**src/rtl/fcmp_pkg.sv**
```systemverilog
package fcmp_pkg;

  // Operand facts gathered by the datapath and consumed by the control.
  typedef struct packed {
    logic dNan;
    logic mNan;
    logic dSig;
    logic mSig;
    logic identical;
    logic bothZero;
    logic signDiff;
    logic dNeg;
    logic magLess;
  } cmpStrobes_t;

  // Flag outputs produced by the control.
  typedef struct packed {
    logic n;
    logic z;
    logic c;
    logic v;
    logic ioc;
  } cmpFlags_t;

endpackage

```
**src/rtl/fcmp_operand_class.sv**
```systemverilog
module fcmp_operand_class #(
  parameter int EXP_W  = 11,
  parameter int FRAC_W = 52
) (
  input  logic [EXP_W+FRAC_W:0] opnd,
  output logic                  isNan,
  output logic                  isSig,
  output logic                  magZero,
  output logic                  sign
);
  localparam int TOT_W = 1 + EXP_W + FRAC_W;

  logic [EXP_W-1:0]  expField;
  logic [FRAC_W-1:0] fracField;

  always_comb begin
    expField  = opnd[TOT_W-2:FRAC_W];
    fracField = opnd[FRAC_W-1:0];
    isNan     = (&expField) && (|fracField);
    // The top fraction bit separates a quiet NaN from a signalling one.
    isSig     = isNan && !fracField[FRAC_W-1];
    magZero   = ~|opnd[TOT_W-2:0];
    sign      = opnd[TOT_W-1];
  end
endmodule

```
**src/rtl/fcmp_datapath.sv**
```systemverilog
module fcmp_datapath
  import fcmp_pkg::*;
#(
  parameter int EXP_W  = 11,
  parameter int FRAC_W = 52
) (
  input  logic [EXP_W+FRAC_W:0] dIn,
  input  logic [EXP_W+FRAC_W:0] mIn,
  input  logic                  useZero,
  output cmpStrobes_t           strb
);
  localparam int TOT_W = 1 + EXP_W + FRAC_W;
  localparam int NUM_OP = 2;

  logic [TOT_W-1:0] mEff;
  logic [TOT_W-1:0] opVec   [NUM_OP];
  logic             nanV    [NUM_OP];
  logic             sigV    [NUM_OP];
  logic             zeroV   [NUM_OP];
  logic             signV   [NUM_OP];

  // Compare-with-zero forms swap in a positive zero for M.
  assign mEff     = useZero ? '0 : mIn;
  assign opVec[0] = dIn;
  assign opVec[1] = mEff;

  for (genvar gi = 0; gi < NUM_OP; gi++) begin : g_class
    fcmp_operand_class #(.EXP_W(EXP_W), .FRAC_W(FRAC_W)) u_class (
      .opnd    (opVec[gi]),
      .isNan   (nanV[gi]),
      .isSig   (sigV[gi]),
      .magZero (zeroV[gi]),
      .sign    (signV[gi])
    );
  end

  always_comb begin
    strb.dNan      = nanV[0];
    strb.mNan      = nanV[1];
    strb.dSig      = sigV[0];
    strb.mSig      = sigV[1];
    strb.identical = (dIn == mEff);
    strb.bothZero  = zeroV[0] && zeroV[1];
    strb.signDiff  = signV[0] ^ signV[1];
    strb.dNeg      = signV[0];
    // With equal signs the raw patterns order like the magnitudes.
    strb.magLess   = dIn[TOT_W-2:0] < mEff[TOT_W-2:0];
  end
endmodule

```
**src/rtl/fcmp_control.sv**
```systemverilog
module fcmp_control
  import fcmp_pkg::*;
(
  input  cmpStrobes_t strb,
  input  logic        signalQnan,
  output cmpFlags_t   flags
);
  typedef enum logic [1:0] {
    OUT_LESS,
    OUT_EQUAL,
    OUT_GREATER,
    OUT_UNORDERED
  } outcome_t;

  outcome_t outcome;
  logic     dInvalid;
  logic     mInvalid;

  always_comb begin
    if (strb.dNan || strb.mNan) begin
      outcome = OUT_UNORDERED;
    end else if (strb.identical || strb.bothZero) begin
      outcome = OUT_EQUAL;
    end else if (strb.signDiff) begin
      outcome = strb.dNeg ? OUT_LESS : OUT_GREATER;
    end else if (strb.dNeg) begin
      outcome = strb.magLess ? OUT_GREATER : OUT_LESS;
    end else begin
      outcome = strb.magLess ? OUT_LESS : OUT_GREATER;
    end
  end

  always_comb begin
    dInvalid  = strb.dNan && (strb.dSig || signalQnan);
    mInvalid  = strb.mNan && (strb.mSig || signalQnan);
    flags.ioc = dInvalid || mInvalid;
    flags.n   = (outcome == OUT_LESS);
    flags.z   = (outcome == OUT_EQUAL);
    flags.c   = (outcome != OUT_LESS);
    flags.v   = (outcome == OUT_UNORDERED);
  end
endmodule

```
**src/rtl/fcmp_flag_gen.sv**
```systemverilog
module fcmp_flag_gen
  import fcmp_pkg::*;
#(
  parameter int EXP_W  = 11,
  parameter int FRAC_W = 52
) (
  input  logic [EXP_W+FRAC_W:0] d,
  input  logic [EXP_W+FRAC_W:0] m,
  input  logic                  use_zero,
  input  logic                  signal_qnan,
  output logic                  n,
  output logic                  z,
  output logic                  c,
  output logic                  v,
  output logic                  ioc
);
  cmpStrobes_t strb;
  cmpFlags_t   flags;

  fcmp_datapath #(.EXP_W(EXP_W), .FRAC_W(FRAC_W)) u_dp (
    .dIn     (d),
    .mIn     (m),
    .useZero (use_zero),
    .strb    (strb)
  );

  fcmp_control u_ctl (
    .strb       (strb),
    .signalQnan (signal_qnan),
    .flags      (flags)
  );

  assign n   = flags.n;
  assign z   = flags.z;
  assign c   = flags.c;
  assign v   = flags.v;
  assign ioc = flags.ioc;
endmodule

```
**config.mk**
```make
export PLATFORM = sky130hd
export DESIGN_NAME = fcmp_flag_gen
export DESIGN_NICKNAME = d
export VERILOG_FILES = /design/src/rtl/fcmp_pkg.sv /design/src/rtl/fcmp_operand_class.sv /design/src/rtl/fcmp_datapath.sv /design/src/rtl/fcmp_control.sv /design/src/rtl/fcmp_flag_gen.sv
export SDC_FILE = /design/constraint.sdc
export NUM_CORES = 1
export LEC_CHECK = 0
export BUFFER_PORTS_ARGS = -buffer_cell sky130_fd_sc_hd__buf_2
export CAP_MARGIN = 15
export CORE_MARGIN = 2
export CORE_UTILIZATION = 45
export DETAILED_ROUTE_END_ITERATION = 8
export GPL_ROUTABILITY_DRIVEN = 0
export PLACE_DENSITY = 0.9
export SKIP_LAST_GASP = 1
export SYNTH_ARGS = -nofsm -noshare
export SYNTH_HDL_FRONTEND = slang
export SYNTH_SLANG_ARGS = --single-unit
```
**constraint.sdc**
```tcl
create_clock -name vclk -period 3.43
set_clock_uncertainty 0.2 [all_clocks]
set_input_delay 0.343 -clock vclk [all_inputs]
set_output_delay 0.343 -clock vclk [all_outputs]
set_load 0.05 [all_outputs]
```
[After elaboration in Yosys (flattened, before gate mapping)]
Index checks and enable logic that the tools add are counted.
Storage, ports and cells
  flip-flop bits (word level): 0
Cells by class
  reductions and logical operators: 24
  equality and inequality tests: 3
  bitwise gates (word level): 1
  multiplexer cells: 8
  order comparisons: 1
Operator list (number)
  63-bit OR reduction: 2
  52-bit OR reduction: 2
  64-bit == test: 1
  64-bit 2-to-1 mux: 1
  63-bit less-than comparator: 1
  11-bit AND reduction: 2
  2-bit 2-to-1 mux: 7
  1-bit logical AND: 7
  1-bit logical OR: 5
  1-bit logical NOT: 4
  2-bit by 1-bit == test with 1-bit output (second input constant): 1
  2-bit == test (second input constant): 1
  2-bit logical NOT: 1
  2-bit nonzero test: 1
  1-bit bitwise XOR: 1

[Longest topological paths before layout]
Gate-level depths: netlist (run 1).
  word-level depth: 8
  depth in mapped cells: 12
  gate-level depth less buffers: 10

[Cells and area by module]
A second synthesis (run 1) with hierarchy kept.
Unflattened totals
  cell total of the unflattened synthesis: 365
  area total of the unflattened synthesis: 2492.4 µm²
Modules (own cells, without submodules)
  fcmp_datapath: cells each 294, times used 1, area each 2034.5 µm², seq. area each 0.0 µm²
  fcmp_operand_class: cells each 30, times used 2, area each 197.7 µm², seq. area each 0.0 µm²
  fcmp_control: cells each 11, times used 1, area each 62.6 µm², seq. area each 0.0 µm²

[Worst setup path before layout (run 1)]
Ideal clock, no wire load.
  kind: input port to output port
  start point: in use_zero
  end point: out c
  arrival: 3255 ps
  path buffers: 2
  stages on the path: 12
  slack: -368 ps
  cells stage by stage: inv_2 -> clkbuf_1 -> buf_1 -> nand2_1 -> ha_1 -> a21oi_1 -> o21ai_0 -> a221oi_1 -> a21oi_1 -> o21a_1 -> a211oi_2 -> mux2i_1
On the way
  word-level cells in the longest chain between the ends: 8
RTL lines
  from (decl): line fcmp_flag_gen.sv:9  | input logic use_zero,
  64-bit 2-to-1 mux *: line fcmp_datapath.sv:23  | assign mEff = useZero ? '0 : mIn;
  63-bit less-than comparator or 63-bit OR reduction (tied branches): line fcmp_datapath.sv:47, fcmp_operand_class.sv:22
  2-bit 2-to-1 mux (tied with other cells): line fcmp_control.sv:29  | outcome = strb.magLess ? OUT_LESS : OUT_GREATER;
  2-bit 2-to-1 mux or 1-bit logical AND (tied branches): line fcmp_control.sv:26, fcmp_datapath.sv:43
  2-bit 2-to-1 mux or 1-bit logical OR (tied branches): line fcmp_control.sv:24, fcmp_control.sv:22
  2-bit 2-to-1 mux: line fcmp_control.sv:22  | end else if (strb.identical || strb.bothZero) begin
  2-bit 2-to-1 mux *: line fcmp_control.sv:20  | if (strb.dNan || strb.mNan) begin
  2-bit nonzero test *: line fcmp_control.sv:39  | flags.c = (outcome != OUT_LESS);
  to (decl): line fcmp_flag_gen.sv:13  | output logic c,
Mark *: on every way between the ends. The rest lies on a longest branch, timed or not.

[Worst setup path in the final report (run 1)]
Same ends and word-level chain as after synthesis.

==> run_results.csv, run 1 <==
group,metric,value,unit
cells_and_area,clock_buffers,0,
route,first_pass_iters,5,
run,max_cap_violations,0,
logic_synthesis,syn_avg_cell_area,6.88,um^2
worst_hold_path,hp-class,"in2out",
setup_path,crit_slowest_cell,"a221oi_2",
cells_and_area,fin_nets,637,
global_routing,grt-busiest-layer,"met2",
sta,slew_viol_final,0,
floorplan,initial_utilization,47.1,%
route,routed_via_density,5.98,
route,drcViolationCount,0,
setup_path,cp.required,2890,ps
clocking,holdBufCountCts,0,
place,hpwlAfterDp,6590,um
sta,period_minus_slack,3320,ps
floorplan,io_pins,135,
run_status,status,"completed",
route,postRouteAntennaNets,0,
route,drtIter0Drc,115,
setup_path,worstPathMaxFanout,12,
cells_and_area,diodes,0,
setup_path,crit_path_start_kind,"primary input",
global_routing,grt_pass1_vias,2794,
setup_path,crit_path_end_kind,"output port",
logic_synthesis,synthCells,300,
power,power_leakage,0.00150,uW
worst_hold_path,hp-start,"signal_qnan",
worst_hold_path,holdPathStages,3,
logic_synthesis,ys_seq_area_share,0,%
logic_synthesis,syn_nets,493,
sta,fin_crit_sh,96.9,%
route,vias,2952,
logic_synthesis,ys_types,42,
route,drt-wirelength-per-cell,14.9,um
floorplan,core,0.00438,mm^2
cells_and_area,seqCellArea,0,um^2
setup_path,crit_path_max_incr_delay,290,ps
global_routing,grtUsageMet1,34.0,%
route,drt-total-wl,7380,um
setup_path,crit_path_cell_trace,"buf_2 > inv_4 > buf_12 > buf_4 > nand2_1 > ha_1 > a21o_1 > a21o_1 > a221oi_2 > o211ai_1 > o21a_1 > a211oi_2 > buf_4 > mux2i_4 > buf_6",
cells_and_area,syn_to_final_growth,42.1,%
place,portBuffers,135,
setup_path,cp.arrival,2780,ps
global_routing,grt_remaining_overflow,0,
cells_and_area,design.seq.count,0,
cells_and_area,fin_util,66.9,%
worst_hold_path,min_to,"ioc",
sta,whs,916,ps
logic_synthesis,ys_warn_count,0,
global_routing,antenna_found_initial,0,
floorplan,dieArea,0.00514,mm^2
global_routing,use_met3,1.97,%
logic_synthesis,synth.cells.most_frequent,"nand2_1 (80), ha_1 (63), nor4_1 (30)",
logic_synthesis,yosysMostFrequentCell,"nand2_1",
logic_synthesis,synth_area_leaders,"ha_1 (38%), nand2_1 (15%), nor4_1 (9.1%), a21oi_1 (6.3%), nand4_1 (4.5%)",
floorplan,fp.dieW,71.7,um
sta,hold_viol_final,0,
sta,fmax,301,MHz
setup_path,path_class,"in2out",
logic_synthesis,synth_top_area_cell,"ha_1",
floorplan,rows,24,
sta,setup_violations,0,
logic_synthesis,synth_top_area_share,38.2,%
cells_and_area,drive_gt1_share,36.0,%
power,pwr_density_cell,120,mW/mm^2
global_routing,grt_pass1_wl,11700,um
power,vdd_ir_drop_max,0.0000556,V
floorplan,die_h,71.7,um
logic_synthesis,syn_area,0.00206,mm^2
global_routing,track_usage,27.1,%
sta,max_slew_margin,70.9,%
global_routing,met2_usage,50.0,%
global_routing,grt_max_degree,21,
sta,worst_slew_pin_slew,433,ps
==> placed cells by master (no fill, tap or decap), drive strengths merged, types with 2 or more instances in the layout <==
master,instances
buf,148
nand2,81
ha,63
nor4,30
a21oi,26
nand4,15
nand3,10
o21ai,10
nor2,9
a21o,7
and4,4
nor3,3
nand2b,3
inv,3
o41ai,3
a211oi,3
a221oi,3
nor2b,2
and3,2
o21a,2
o211ai,2
or4,2
==> power by group <==
group	leakage (uW)	switching [uW]	internal [uW]
sequential	0	0	0
combinational	0.00150	184	168
clock	0	0	0
total	0.00150	184	168
==> how the worst max path moves through the flow <==
stage	slack [ps]	end	cells past startpoint	startpoint
2_1_floorplan	50	n	12	use_zero
3_3_place_gp	10	c	14	use_zero
3_5_place_dp	-0.2	c	14	use_zero
4_1_cts	40	c	14	use_zero
5_1_grt	-2	c	15	use_zero
6_report	110	c	15	use_zero
==> stage by stage <==
step	area [um^2]	setup TNS, ps	cells	worst slack, ps	power [uW]
2_1_floorplan	2080	0	300	46.6	179
3_3_place_gp	2880	0	491	10.4	325
3_5_place_dp	2880	-0.152	491	-0.152	338
4_1_cts	2880	0	491	40.3	341
5_1_grt	2930	-2.08	494	-2.08	394
6_report	2930	0	494	107	352
==> area by class of cell <==
class / instances / area, um^2
multi-input cells: 291 / 2050
fillers: 399 / 1450
repair buffers: 148 / 798
well taps: 52 / 65.1
inverters: 3 / 13.8
==> logic make-up after synthesis <==
| family | synth area share [%] |
|---|---|
| multiplexers | 1.03 |
| adder cells (fa/ha/maj) | 38.2 |
| AND/OR/NAND/NOR | 39.8 |
| buffers and inverters | 1.64 |
| AO/OA/AOI/OAI | 18.9 |
| XOR/XNOR | 0.425 |
==> layer usage <==
| metal | part of all wire, % | vias up |
|---|---|---|
| met3 | 7.3 | 20 |
| met5 | 0 | - |
| met4 | 1.9 | 0 |
| met1 | 41 | 1330 |
| li1 | - | 1456 |
| met2 | 50 | 146 |
==> critical path: cells and delay by family <==
kind | cells | cell delay (ps)
AO/OA/AOI/OAI | 6 | 1210
buffers and inverters | 6 | 790
multiplexers | 1 | 210
adder cells (fa/ha/maj) | 1 | 190
AND/OR/NAND/NOR | 1 | 50
==> timing repair <==
action                     CTS  global route
gates resized for setup      1             6
setup buffers                0             3
pin swaps                    0             3
setup endpoints to repair    1             2
No activity file was read; power rests on OpenSTA's default activity.
==> inputs of run 2 (changes only) <==
Settings changed: REMOVE_ABC_BUFFERS from default to 1.
==> run 2 against run 1 <==
Highest routed layer unchanged. Flip-flop and latch count unchanged. Critical endpoint is now n. Power is 1.2% higher. Global-route usage is 0.42 points higher. Largest cell class unchanged. Final cell count is 0.81% lower.
==> run_results.csv, run 2 (synthesis gave the netlist of run 1 again) <==
group,metric,value,unit
global_routing,antenna_found_initial,0,
sta,fin_crit_sh,97.4,%
sta,setup_violations,0,
sta,period_minus_slack,3340,ps
setup_path,crit_path_end_kind,"output port",
cells_and_area,syn_to_final_growth,43.0,%
route,vias,2990,
cells_and_area,diodes,0,
setup_path,path_class,"in2out",
setup_path,worstPathMaxFanout,10,
route,drtIter0Drc,267,
worst_hold_path,hp-class,"in2out",
route,routed.top_layer,"met4",
route,postRouteAntennaNets,0,
global_routing,grt_remaining_overflow,0,
power,power.total,357,uW
sta,whs,909,ps
floorplan,rows,24,
cells_and_area,layout_commonest_cell,"buf_2",
cells_and_area,drive_gt1_share,36.5,%
cells_and_area,design.seq.count,0,
sta,hold_viol_final,0,
global_routing,grt_max_degree,24,
sta,worst_slack,89.7,ps
cells_and_area,seqCellArea,0,um^2
route,met1_length,3020,um
floorplan,dieArea,0.00514,mm^2
route,first_pass_iters,4,
route,dr_wl_met3,679,um
sta,slew_viol_final,0,
floorplan,die_h,71.7,um
cells_and_area,clock_buffers,0,
place,hpwlAfterDp,6550,um
power,power_leakage,0.00149,uW
cells_and_area,mostFrequentLayoutCells,"buf_2 (133), nand2_1 (79), ha_1 (61)",
power,pwr_density_cell,121,mW/mm^2
route,wl_met2,3560,um
place,dp_slack,-64.8,ps
floorplan,core,0.00438,mm^2
setup_path,crit_path_start_kind,"primary input",
cells_and_area,stdcell_count,490,
floorplan,fp.dieW,71.7,um
place,portBuffers,135,
floorplan,initial_utilization,47.1,%
run,max_cap_violations,0,
setup_path,cp.arrival,2800,ps
setup_path,cp.required,2890,ps
global_routing,grt_pass1_wl,11800,um
route,drt-total-wl,7450,um
clocking,holdBufCountCts,0,
route,drt-wirelength-per-cell,15.2,um
global_routing,track_usage,27.5,%
sta,max_slew_margin,63.7,%
floorplan,io_pins,135,
power,vdd_ir_drop_max,0.0000746,V
route,drcViolationCount,0,
cells_and_area,fillerInstances,376,
cells_and_area,fin_nets,633,
sta,fmax,299,MHz
run_status,status,"completed",
sta,worst_slew_pin_slew,539,ps
cells_and_area,fin_util,67.3,%
place,dp_cells,487,
route,routed_via_density,6.10,
global_routing,grt_pass1_vias,2859,
run 2: final timing paths:
| check | end | start | cells after the start | slack, ps |
|---|---|---|---|---|
| setup / recovery | n | use_zero | 13 | 90 |
| hold / removal | ioc | signal_qnan | 3 | 910 |
run 2: per-layer routing:
| metal | vias up | GRT usage (%) |
|---|---|---|
| met2 | 161 | 50.5 |
| met3 | 25 | 2.95 |
| li1 | 1454 | - |
| met4 | 0 | 7.34 |
| met1 | 1350 | 33.7 |
| met5 | - | 0 |
run 2: repair_timing:
action,4_1_cts,5_1_grt
setup buffers,0,2
endpoints found under the hold margin,0,0
pin swaps,3,4
gates resized for setup,3,12
setup endpoints to repair,2,2
cloned,0,1
run 2: cell type report:
class	instances	area [um^2]	share of cell area (%)
multi-input cells	291	2090	70.7
repair buffers	144	786	26.6
well taps	52	65.1	2.21
inverters	3	13.8	0.466
run 2: metrics by stage:
step	cell area, um^2	TNS [ps]
global placement	2840	0
CTS	2850	0
global route	2950	-12.8
finish	2950	0
detailed placement	2840	-66.9
floorplan	2040	-360
run 2: where the power goes:
part / total [uW] / switching (uW) / internal (uW) / leakage (uW)
clock: 0 / 0 / 0 / 0
combinational: 357 / 188 / 168 / 0.00149
sequential: 0 / 0 / 0 / 0
run 2: critical path, stage by stage:
cell,delay [ps]
buf_2,120
inv_4,70
buf_4,130
clkbuf_16,140
nand2_1,50
ha_1,290
and4_1,230
a221oi_2,250
o211ai_1,130
o21a_1,230
a211oi_4,300
mux2_4,340
buf_6,150
==> inputs of run 3 (changes only) <==
Settings changed: GPL_TIMING_DRIVEN from default to 0.
==> run 3 against run 2 <==
Combinational power shrank 5%. Worst setup slack better by 20 ps. Count of clock-buffer cells in the layout unchanged. Power fell by 4.7%. Via count fell by 1.4%. Global-route usage shrank 0.31 points. Routed wire length fell by 2.0%. Maximum frequency up 0.60%. Final cell count is 0.82% lower. First-iteration DRC count is 34% lower. Flip-flop and latch count did not move. Critical endpoint unchanged. Largest cell class unchanged. Highest routed layer unchanged.
==> run_results.csv, run 3 (synthesis gave the netlist of run 1 again) <==
group,metric,value,unit
run_status,status,"completed",
sta,hold_viol_final,0,
floorplan,dieArea,0.00514,mm^2
route,routed_via_density,6.07,
cells_and_area,diodes,0,
global_routing,grt_pass1_wl,11600,um
route,drt-wirelength-per-cell,15.0,um
setup_path,cp.arrival,2780,ps
floorplan,core,0.00438,mm^2
sta,fmax,301,MHz
floorplan,die_h,71.7,um
setup_path,crit_start,"use_zero",
sta,whs,911,ps
place,hpwlAfterDp,6260,um
cells_and_area,fin_nets,629,
route,drt-total-wl,7310,um
cells_and_area,stdcell_count,486,
global_routing,track_usage,27.2,%
route,drcViolationCount,0,
cells_and_area,seqCellArea,0,um^2
global_routing,antenna_found_initial,0,
global_routing,grt_remaining_overflow,0,
floorplan,initial_utilization,47.1,%
worst_hold_path,holdPathStages,3,
route,vias,2948,
sta,period_minus_slack,3320,ps
global_routing,grt_pass1_vias,2695,
sta,fin_crit_sh,96.8,%
sta,worst_slew_pin_slew,534,ps
setup_path,cp.required,2890,ps
power,power.total,340,uW
floorplan,fp.dieW,71.7,um
setup_path,path_class,"in2out",
place,portBuffers,135,
cells_and_area,syn_to_final_growth,38.6,%
cells_and_area,drive_gt1_share,34.3,%
sta,rsz0062_at_grt,"true",
power,pwr_density_cell,119,mW/mm^2
cells_and_area,design.seq.count,0,
setup_path,crit_path_end_kind,"output port",
cells_and_area,clock_buffers,0,
power,pwr-share-clk,0,%
power,internal_power,157,uW
cells_and_area,layout_commonest_cell,"buf_2",
setup_path,crit_path_start_kind,"primary input",
power,pwr-share-seq,0,%
worst_hold_path,hp-class,"in2out",
floorplan,io_pins,135,
sta,max_slew_margin,64.1,%
place,dp_cells,481,
run,max_cap_violations,0,
cells_and_area,fillerInstances,389,
power,power_leakage,0.00146,uW
sta,setup_violations,0,
sta,slew_viol_final,0,
cells_and_area,mostFrequentLayoutCells,"buf_2 (132), nand2_1 (80), ha_1 (63)",
global_routing,grt_max_degree,32,
power,swShare,53.9,%
power,p_switching,183,uW
route,first_pass_iters,5,
setup_path,worstPathMaxFanout,14,
route,drtIter0Drc,177,
route,postRouteAntennaNets,0,
floorplan,rows,24,
power,power_frac_comb,100.0,%
power,vdd_ir_drop_max,0.0000843,V
cells_and_area,multi_input_area,0.00204,mm^2
worst_hold_path,hp-start,"signal_qnan",
==> run 3: area by class of cell <==
type	instances	share of cell area [%]
Timing Repair inverter	2	0.612
Multi-Input combinational cell	291	71.3
Tap cell	52	2.27
Timing Repair Buffer	138	24.9
Inverter	3	0.831
==> run 3: metrics by stage <==
| step | util (%) | setup slack (ps) | TNS (ps) | instance area [um^2] |
|---|---|---|---|---|
| floorplan | - | -360 | -360 | 2040 |
| CTS | 64.2 | 70.2 | 0 | 2810 |
| global placement | 63.4 | -634 | -1220 | 2780 |
| finish | 65.2 | 110 | 0 | 2860 |
| detailed placement | 63.4 | -618 | -1220 | 2780 |
| global route | 65.2 | -1.63 | -1.63 | 2860 |
==> run 3: final timing paths <==
| check | end | slack, ps |
|---|---|---|
| min | ioc | 910 |
| max | n | 110 |
==> run 3: timing repair <==
action,CTS,global route
hold endpoints to repair,0,0
hold buffers,0,0
setup buffers,0,3
cloned,2,0
pin swaps,1,4
endpoints found under the setup margin,3,2
resized for setup,5,7
==> run 3: power groups by stage <==
| stage | Sequential, uW | Combinational, uW | Clock [uW] |
|---|---|---|---|
| floorplan | 0 | 174 | 0 |
| global placement | 0 | 308 | 0 |
| detailed placement | 0 | 321 | 0 |
| CTS | 0 | 328 | 0 |
| global route | 0 | 382 | 0 |
| finish | 0 | 340 | 0 |
==> run 3: critical path, cell delays in order <==
cell and delay [ps]:
buf_6 140, inv_12 90, nand2_1 60, ha_1 280, a21o_1 170, a21o_1 190, a221oi_2 300, o211ai_1 160
o21a_1 240, a211oi_4 300, mux2_4 340, buf_6 150
==> run 3: routing by layer <==
layer	vias up	track usage [%]	share of wire (%)
li1	1440	-	-
met1	1313	34.8	41
met2	184	51.0	48
met3	11	1.41	9.7
met4	0	3.56	1.3
met5	-	0	0
